$ cat src/rtl/rxq_pkg.sv
// Shared widths, field positions and types for the receive character queue.
package rxq_pkg;
    localparam int CHAR_W = 8;
    localparam int ST_W   = 3;
    localparam int ST_FE  = 0;
    localparam int ST_PE  = 1;
    localparam int ST_BRK = 2;

    localparam int ISR_W     = 4;
    localparam int ISR_LEVEL = 0;
    localparam int ISR_ERR   = 1;
    localparam int ISR_OVR   = 2;
    localparam int ISR_BRK   = 3;

    typedef struct packed {
        logic [ST_W-1:0]   st;
        logic [CHAR_W-1:0] data;
    } rxq_entry_t;

    typedef enum logic [1:0] {
        LVL_READY = 2'b00,
        LVL_HALF  = 2'b01,
        LVL_3Q    = 2'b10,
        LVL_FULL  = 2'b11
    } rxq_lvl_e;
endpackage

$ cat src/rtl/rxq_storage.sv
// Circular entry store with count.
// Assumes: the caller may strobe push and pop in any cycle. A push is taken
// when there is room or a pop is taken in the same cycle. A pop on empty is
// ignored.
module rxq_storage
    import rxq_pkg::*;
#(
    parameter int DEPTH = 16,
    parameter int CNT_W = $clog2(DEPTH + 1)
) (
    input  logic             clk,
    input  logic             rst_n,
    input  logic             push,
    input  rxq_entry_t       din,
    input  logic             pop,
    output rxq_entry_t       head,
    output logic             empty,
    output logic             full,
    output logic             push_drop,
    output logic [CNT_W-1:0] count
);
    localparam int PTR_W = (DEPTH > 1) ? $clog2(DEPTH) : 1;
    localparam logic [CNT_W-1:0] CNT_MAX = CNT_W'(DEPTH);
    localparam logic [PTR_W-1:0] PTR_LAST = PTR_W'(DEPTH - 1);

    rxq_entry_t       mem [DEPTH];
    logic [PTR_W-1:0] wr_ptr;
    logic [PTR_W-1:0] rd_ptr;
    logic             push_ok;
    logic             pop_ok;

    function automatic logic [PTR_W-1:0] ptr_next(input logic [PTR_W-1:0] p);
        return (p == PTR_LAST) ? '0 : p + 1'b1;
    endfunction

    // Work out which requests are honoured this cycle.
    always_comb begin
        empty     = (count == '0);
        full      = (count == CNT_MAX);
        pop_ok    = pop && !empty;
        push_ok   = push && (!full || pop_ok);
        push_drop = push && !push_ok;
        head      = mem[rd_ptr];
    end

    // Store accepted entries.
    always_ff @(posedge clk) begin
        if (push_ok) mem[wr_ptr] <= din;
    end

    // Advance the pointers and the count.
    always_ff @(posedge clk) begin
        if (!rst_n) begin
            wr_ptr <= '0;
            rd_ptr <= '0;
            count  <= '0;
        end else begin
            if (push_ok) wr_ptr <= ptr_next(wr_ptr);
            if (pop_ok)  rd_ptr <= ptr_next(rd_ptr);
            case ({push_ok, pop_ok})
                2'b10:   count <= count + 1'b1;
                2'b01:   count <= count - 1'b1;
                default: count <= count;
            endcase
        end
    end
endmodule

$ cat src/rtl/rxq_err_track.sv
// Error status reporting in per-character or sticky block mode, plus overrun.
// Assumes: head_st is meaningful only while head_valid is 1. A clear request
// hides the accumulated history in its own cycle and clears it at the edge.
module rxq_err_track
    import rxq_pkg::*;
(
    input  logic            clk,
    input  logic            rst_n,
    input  logic            block_mode,
    input  logic            err_clear,
    input  logic            head_valid,
    input  logic [ST_W-1:0] head_st,
    input  logic            drop,
    output logic [ST_W-1:0] rep_st,
    output logic            ovr
);
    genvar g;
    generate
        for (g = 0; g < ST_W; g++) begin : g_flag
            logic acc;
            logic view;

            assign view = head_valid & head_st[g];

            // Collect this flag over every entry that reaches the read side.
            always_ff @(posedge clk) begin
                if (!rst_n)           acc <= 1'b0;
                else if (err_clear)   acc <= 1'b0;
                else if (block_mode)  acc <= acc | view;
            end

            assign rep_st[g] = block_mode ? ((acc & ~err_clear) | view) : view;
        end
    endgenerate

    // Sticky overrun: a dropped write sets it, a clear resets it.
    always_ff @(posedge clk) begin
        if (!rst_n)         ovr <= 1'b0;
        else if (drop)      ovr <= 1'b1;
        else if (err_clear) ovr <= 1'b0;
    end
endmodule

$ cat src/rtl/rxq_irq.sv
// Fill-level detection and interrupt status vector with mask read mode.
// Assumes: fill never exceeds DEPTH.
module rxq_irq
    import rxq_pkg::*;
#(
    parameter int DEPTH = 16,
    parameter int CNT_W = $clog2(DEPTH + 1)
) (
    input  logic [CNT_W-1:0] fill,
    input  logic [1:0]       lvl_sel,
    input  logic [ST_W-1:0]  rep_st,
    input  logic             ovr,
    input  logic             masked_mode,
    input  logic [ISR_W-1:0] mask,
    output logic [ISR_W-1:0] isr,
    output logic             irq
);
    localparam logic [CNT_W-1:0] TH_HALF = CNT_W'(DEPTH / 2);
    localparam logic [CNT_W-1:0] TH_3Q   = CNT_W'((DEPTH * 3) / 4);
    localparam logic [CNT_W-1:0] TH_FULL = CNT_W'(DEPTH);

    logic             lvl_hit;
    logic [ISR_W-1:0] raw;

    // Compare the fill against the selected level.
    always_comb begin
        case (rxq_lvl_e'(lvl_sel))
            LVL_READY: lvl_hit = (fill != '0);
            LVL_HALF:  lvl_hit = (fill >= TH_HALF);
            LVL_3Q:    lvl_hit = (fill >= TH_3Q);
            default:   lvl_hit = (fill == TH_FULL);
        endcase
    end

    // Build the raw vector and apply the read mode.
    always_comb begin
        raw            = '0;
        raw[ISR_LEVEL] = lvl_hit;
        raw[ISR_ERR]   = |rep_st;
        raw[ISR_OVR]   = ovr;
        raw[ISR_BRK]   = rep_st[ST_BRK];
        isr            = masked_mode ? (raw & mask) : raw;
        irq            = |(raw & mask);
    end
endmodule

$ cat src/rtl/rxq_rts_ctl.sv
// Ready-to-send output: host commands plus automatic overrun protection.
// Assumes: start_bit is a one-cycle pulse from the receiver. Host commands
// take priority over automatic action, and clear beats set.
module rxq_rts_ctl #(
    parameter int CNT_W = 5,
    parameter int HI    = 15,
    parameter int LO    = 12
) (
    input  logic             clk,
    input  logic             rst_n,
    input  logic             cmd_set,
    input  logic             cmd_clr,
    input  logic             auto_en,
    input  logic             start_bit,
    input  logic [CNT_W-1:0] fill,
    output logic             rts
);
    localparam logic [CNT_W-1:0] HI_C = CNT_W'(HI);
    localparam logic [CNT_W-1:0] LO_C = CNT_W'(LO);

    logic auto_held;

    // Update the output from commands, then the automatic drop and restore.
    always_ff @(posedge clk) begin
        if (!rst_n) begin
            rts       <= 1'b0;
            auto_held <= 1'b0;
        end else if (cmd_clr) begin
            rts       <= 1'b0;
            auto_held <= 1'b0;
        end else if (cmd_set) begin
            rts       <= 1'b1;
            auto_held <= 1'b0;
        end else if (auto_en && start_bit && rts && (fill >= HI_C)) begin
            rts       <= 1'b0;
            auto_held <= 1'b1;
        end else if (auto_held && (fill < LO_C)) begin
            rts       <= 1'b1;
            auto_held <= 1'b0;
        end
    end
endmodule

$ cat src/rtl/rx_char_queue.sv
// Top: receive character queue with error reporting, interrupt status and
// ready-to-send control. Assumes: configuration inputs change only between
// edges. All strobes are active high.
module rx_char_queue
    import rxq_pkg::*;
#(
    parameter int DEPTH   = 16,
    parameter int RTS_HI  = DEPTH - 1,
    parameter int RTS_LO  = (DEPTH * 3) / 4,
    parameter int CNT_W   = $clog2(DEPTH + 1)
) (
    input  logic              clk,
    input  logic              rst_n,
    input  logic              wr_en,
    input  logic [CHAR_W-1:0] wr_data,
    input  logic [ST_W-1:0]   wr_status,
    input  logic              start_bit,
    input  logic              rd_en,
    input  logic              err_clear,
    input  logic              rts_set,
    input  logic              rts_clr,
    input  logic [1:0]        cfg_irq_level,
    input  logic              cfg_block_err,
    input  logic              cfg_auto_rts,
    input  logic              cfg_isr_masked,
    input  logic [ISR_W-1:0]  irq_mask,
    output logic [CHAR_W-1:0] rd_data,
    output logic [ST_W-1:0]   rd_status,
    output logic              rd_valid,
    output logic [CNT_W-1:0]  fill_level,
    output logic              overrun,
    output logic [ISR_W-1:0]  isr,
    output logic              irq,
    output logic              rts
);
    rxq_entry_t din;
    rxq_entry_t head;
    logic       empty;
    logic       full;
    logic       drop;

    // Pack the incoming entry.
    always_comb begin
        din.data = wr_data;
        din.st   = wr_status;
    end

    rxq_storage #(.DEPTH(DEPTH), .CNT_W(CNT_W)) u_store (
        .clk       (clk),
        .rst_n     (rst_n),
        .push      (wr_en),
        .din       (din),
        .pop       (rd_en),
        .head      (head),
        .empty     (empty),
        .full      (full),
        .push_drop (drop),
        .count     (fill_level)
    );

    assign rd_valid = !empty;
    assign rd_data  = head.data;

    rxq_err_track u_err (
        .clk        (clk),
        .rst_n      (rst_n),
        .block_mode (cfg_block_err),
        .err_clear  (err_clear),
        .head_valid (rd_valid),
        .head_st    (head.st),
        .drop       (drop),
        .rep_st     (rd_status),
        .ovr        (overrun)
    );

    rxq_irq #(.DEPTH(DEPTH), .CNT_W(CNT_W)) u_irq (
        .fill        (fill_level),
        .lvl_sel     (cfg_irq_level),
        .rep_st      (rd_status),
        .ovr         (overrun),
        .masked_mode (cfg_isr_masked),
        .mask        (irq_mask),
        .isr         (isr),
        .irq         (irq)
    );

    rxq_rts_ctl #(.CNT_W(CNT_W), .HI(RTS_HI), .LO(RTS_LO)) u_rts (
        .clk       (clk),
        .rst_n     (rst_n),
        .cmd_set   (rts_set),
        .cmd_clr   (rts_clr),
        .auto_en   (cfg_auto_rts),
        .start_bit (start_bit),
        .fill      (fill_level),
        .rts       (rts)
    );
endmodule

$ cat config.mk
export PLATFORM = sky130hd
export DESIGN_NAME = rx_char_queue
export DESIGN_NICKNAME = d
export VERILOG_FILES = /design/src/rtl/rxq_pkg.sv /design/src/rtl/rxq_storage.sv /design/src/rtl/rxq_err_track.sv /design/src/rtl/rxq_irq.sv /design/src/rtl/rxq_rts_ctl.sv /design/src/rtl/rx_char_queue.sv
export SDC_FILE = /design/constraint.sdc
export NUM_CORES = 1
export LEC_CHECK = 0
export BUFFER_PORTS_ARGS = -buffer_cell sky130_fd_sc_hd__buf_2
export CORE_UTILIZATION = 40
export DETAILED_ROUTE_END_ITERATION = 10
export PLACE_DENSITY = 0.61
export RECOVER_POWER = 25
export SKIP_CTS_REPAIR_TIMING = 1
export SLEW_MARGIN = 15
export SYNTH_ARGS = -nofsm -noshare
export SYNTH_HDL_FRONTEND = slang
export SYNTH_SLANG_ARGS = --single-unit
$ cat constraint.sdc
create_clock -name clk -period 2.45 [get_ports clk]
set_input_delay 0.245 -clock clk [delete_from_list [all_inputs] [get_ports clk]]
set_output_delay 0.245 -clock clk [all_outputs]
set_load 0.05 [all_outputs]
==> impl_metrics.tcl <==
set metrics [dict create \
    clockBufferDepth 2 \
    max_stage_delay_ns 0.54 \
    cts_tree "built" \
    dr_wl_met2_mm 8.602 \
    die_y_microns 144.7 \
    n_antenna_cell 0 \
    power_frac_clock 0.298 \
    setup_ws_ns -0.2208 \
    cts_root_buf "clkbuf_16" \
    synth_edf_count 176 \
    gp_congestion 0.7491 \
    grt_usage 0.1720 \
    finalWirelength_mm 16.99 \
    dr.pass1.iters 5 \
    critPathKind "reg2out" \
    hold_viol 0 \
    cp.required_ns 2.20 \
    drc 0 \
    syn_area_per_cell_sq_um 19.16 \
    clock-sinks 199 \
    crit_path_start_kind "flop" \
    pre_cts_slack_ns 0.01262 \
    drt_iter0_markers 489 \
    clkTransAtPathRegs_ns 0.07 \
    drv_cap 0 \
    fin_util 0.4986 \
    fmax_mhz 374.4 \
    vias 4323 \
    failed_checks "negative setup slack" \
    overflow 0 \
    p_leak_uw 0.003271 \
    finalWorstPathRequiredPeriod_ns 2.671 \
    start_util 0.4130 \
    place_inst 758 \
    dr.max_layer_used "met4" \
    route.met3.wl_microns 618 \
    crit_fanout 7 \
    drtAntennaViolNets 0 \
    multi_input_area_sq_um 2282 \
    syn-cell-area_sq_um 8144 \
    synth_cells 425 \
    grt_setup_unrepaired "yes" \
    grt_max_degree 21 \
    die_x_microns 144.7 \
    synthFlopType "edfxtp_1" \
    fillers 1592 \
    pwr-share-seq 0.404 \
    switchingPower_uw 3009 \
    numPortBuffers 51 \
    maxSlewViolCount 0 \
    p_int_uw 6783 \
    combinationalPowerShare 0.297 \
    tightest_slew_ns 0.7825 \
    io_pins 52 \
    dp_hpwl_mm 10.91 \
    status "finished with violations" \
    holdCritPathClass "in2reg" \
    wire_per_inst_microns 21.21 \
    finalCritPeriodShare 1.090 \
    yosysSeqAreaShare 0.7055 \
    nets 560 \
    synth_fp_nets 462 \
    antenna_found_initial 0 \
    rows 51 \
    routed_via_density 5.397 \
    grt_pass1_wl_mm 25.30 \
    seq_area_sq_um 5766 \
    cts_max_level 4 \
    cts_buffers 17 \
    critPathArrivalTime_ns 2.43 \
    crit_slowest_cell "mux4_1" \
    die_area_sq_um 20940 \
    drive_above_1_share 0.3825 \
    final-setup-viol-count 14 \
    areaGrowthSynthToFinish_pct 20.73 \
    end_kind "primary output" \
    powerDensity_nw_per_um2 995.9 \
    async_reset_ff_frac 0 \
    grt_pass1_vias 4295 \
    relSlewSlack 0.4764 \
    clock_skew_ns 0.008451 \
    core_area_sq_um 19720 \
    switching_share 0.3073 \
    vdd_drop_max_mv 0.5334 \
    ys_types 50 \
    clk_latency_ns 0.44 \
    path_cells "buf_12 > clkbuf_16 > mux4_1 > mux4_2 > buf_6" \
    layout.cells.non_filler 801 \
    ys_seq_elements 199 \
    wl_met1_mm 7.371 \
    yosysWarnings 0 \
]
[layer usage]
layer	track usage	up-vias
li1	-	1925
met1	0.2260	2251
met2	0.2809	117
met3	0.03192	30
met4	0.07368	0
met5	0	-
[power groups by stage]
stage	combinational, uW	clock (uW)	sequential [uW]
3_5_place_dp	2450	0	4020
4_1_cts	2460	2960	3940
6_report	2910	2920	3960
2_1_floorplan	1850	0	4070
5_1_grt	3100	3100	3980
3_3_place_gp	2420	0	4010
[flip-flops by register name, summed over array words and instances, names as in the netlist, named ones only]
signal / flops
u_err.g_flag.acc: 3
u_rts.rts: 1
u_store.rd_ptr: 4
u_store.wr_ptr: 4
u_rts.auto_held: 1
u_err.ovr: 1
u_store.count: 5
u_store.mem: 176
[stage by stage]
| step | area [sq um] | setup TNS (ns) | hold slack, ns | power, uW |
|---|---|---|---|---|
| floorplan | 8177 | -0.1263 | 0.3228 | 5918 |
| global placement | 8932 | 0 | 0.4236 | 6426 |
| detailed placement | 8932 | 0 | 0.4337 | 6468 |
| CTS | 9547 | -4.799 | -0.03653 | 9364 |
| global route | 9832 | -3.587 | 0.08745 | 10170 |
| finish | 9832 | -2.335 | 0.08748 | 9791 |
[critical path: cells and delay by family, from the launching register on]
kind,cells,cell delay [ns]
muxes,2,1.03
DFF,1,0.44
buffers and inverters,3,0.51
[path summary, 6_finish.rpt]
| path | start | endpoint | slack (ns) | cells after the start |
|---|---|---|---|---|
| max | flop | rd_data[3] | -0.22 | 5 |
| min | rts_clr | u_rts.auto_held | 0.09 | 3 |
| max reg2reg | u_store.count[3] | u_store.count[4] | 0.05 | 9 |
| min reg2reg | u_rts.auto_held | u_rts.auto_held | 0.50 | 2 |
[Yosys cell counts (3+ instances only)]
cell      instances  area share
clkbuf_1          8      0.0037
mux4_2           28       0.077
inv_1            11      0.0051
nor2b_1           4      0.0031
nand2b_1          6      0.0046
mux2i_1           6      0.0074
edfxtp_1        176        0.65
mux4_1           24       0.077
nand2_1          11      0.0051
a22o_1            3      0.0032
a21oi_1          13      0.0080
nor2_1           32       0.015
o21a_1            4      0.0037
o21ai_0           5      0.0031
dfxtp_1          23       0.057
a31oi_1           6      0.0046
nor3_1            4      0.0025
o211ai_1          3      0.0028
buf_2             4      0.0025
xnor2_1           3      0.0032
nand3_1           8      0.0049
ha_1              8       0.012
buf_12            3      0.0074
[layout make-up]
type                    instances  area share
clock inverters                14     0.01883
repair buffers                 98     0.08106
flip-flops and latches        199      0.5864
inverters                      11    0.004200
clock buffers                  18     0.04365
multi-input cells             196      0.2321
well taps                     265     0.03372
[cell usage in the layout (no fill, tap or decap), drive strengths merged, types with 2 or more instances in the layout]
cell type  Yosys  routed
o21ai          6       6
o21a           4       4
o211ai         3       3
ha             8       8
mux2i          6       6
bufinv         0       3
edfxtp       176     176
a31oi          7       7
xnor2          3       3
buf           11      87
nand3          9       9
xor2           2       2
a22oi          2       2
or4            2       2
mux4          52      52
nand2b         6       6
inv           11      18
a21oi         13      13
dfxtp         23      23
nor3           4       4
nor4           4       4
nor2          32      32
nand2         11      11
clkinv         0       4
clkbuf         8      28
nor2b          4       4
a22o           3       3
[logic make-up (layout without fill, tap and decap cells)]
kind of cell,after synthesis,after routing,share of synthesized area
buffers and inverters,30,141,0.02228
AOI/OAI and AO/OA,48,48,0.04148
adders and majority gates,9,9,0.01475
muxes,59,59,0.1641
xor gates and xnor gates,5,5,0.005378
DFF,199,199,0.7055
and+or+nand+nor,75,75,0.04655
Power figures use the tool's default switching activity.
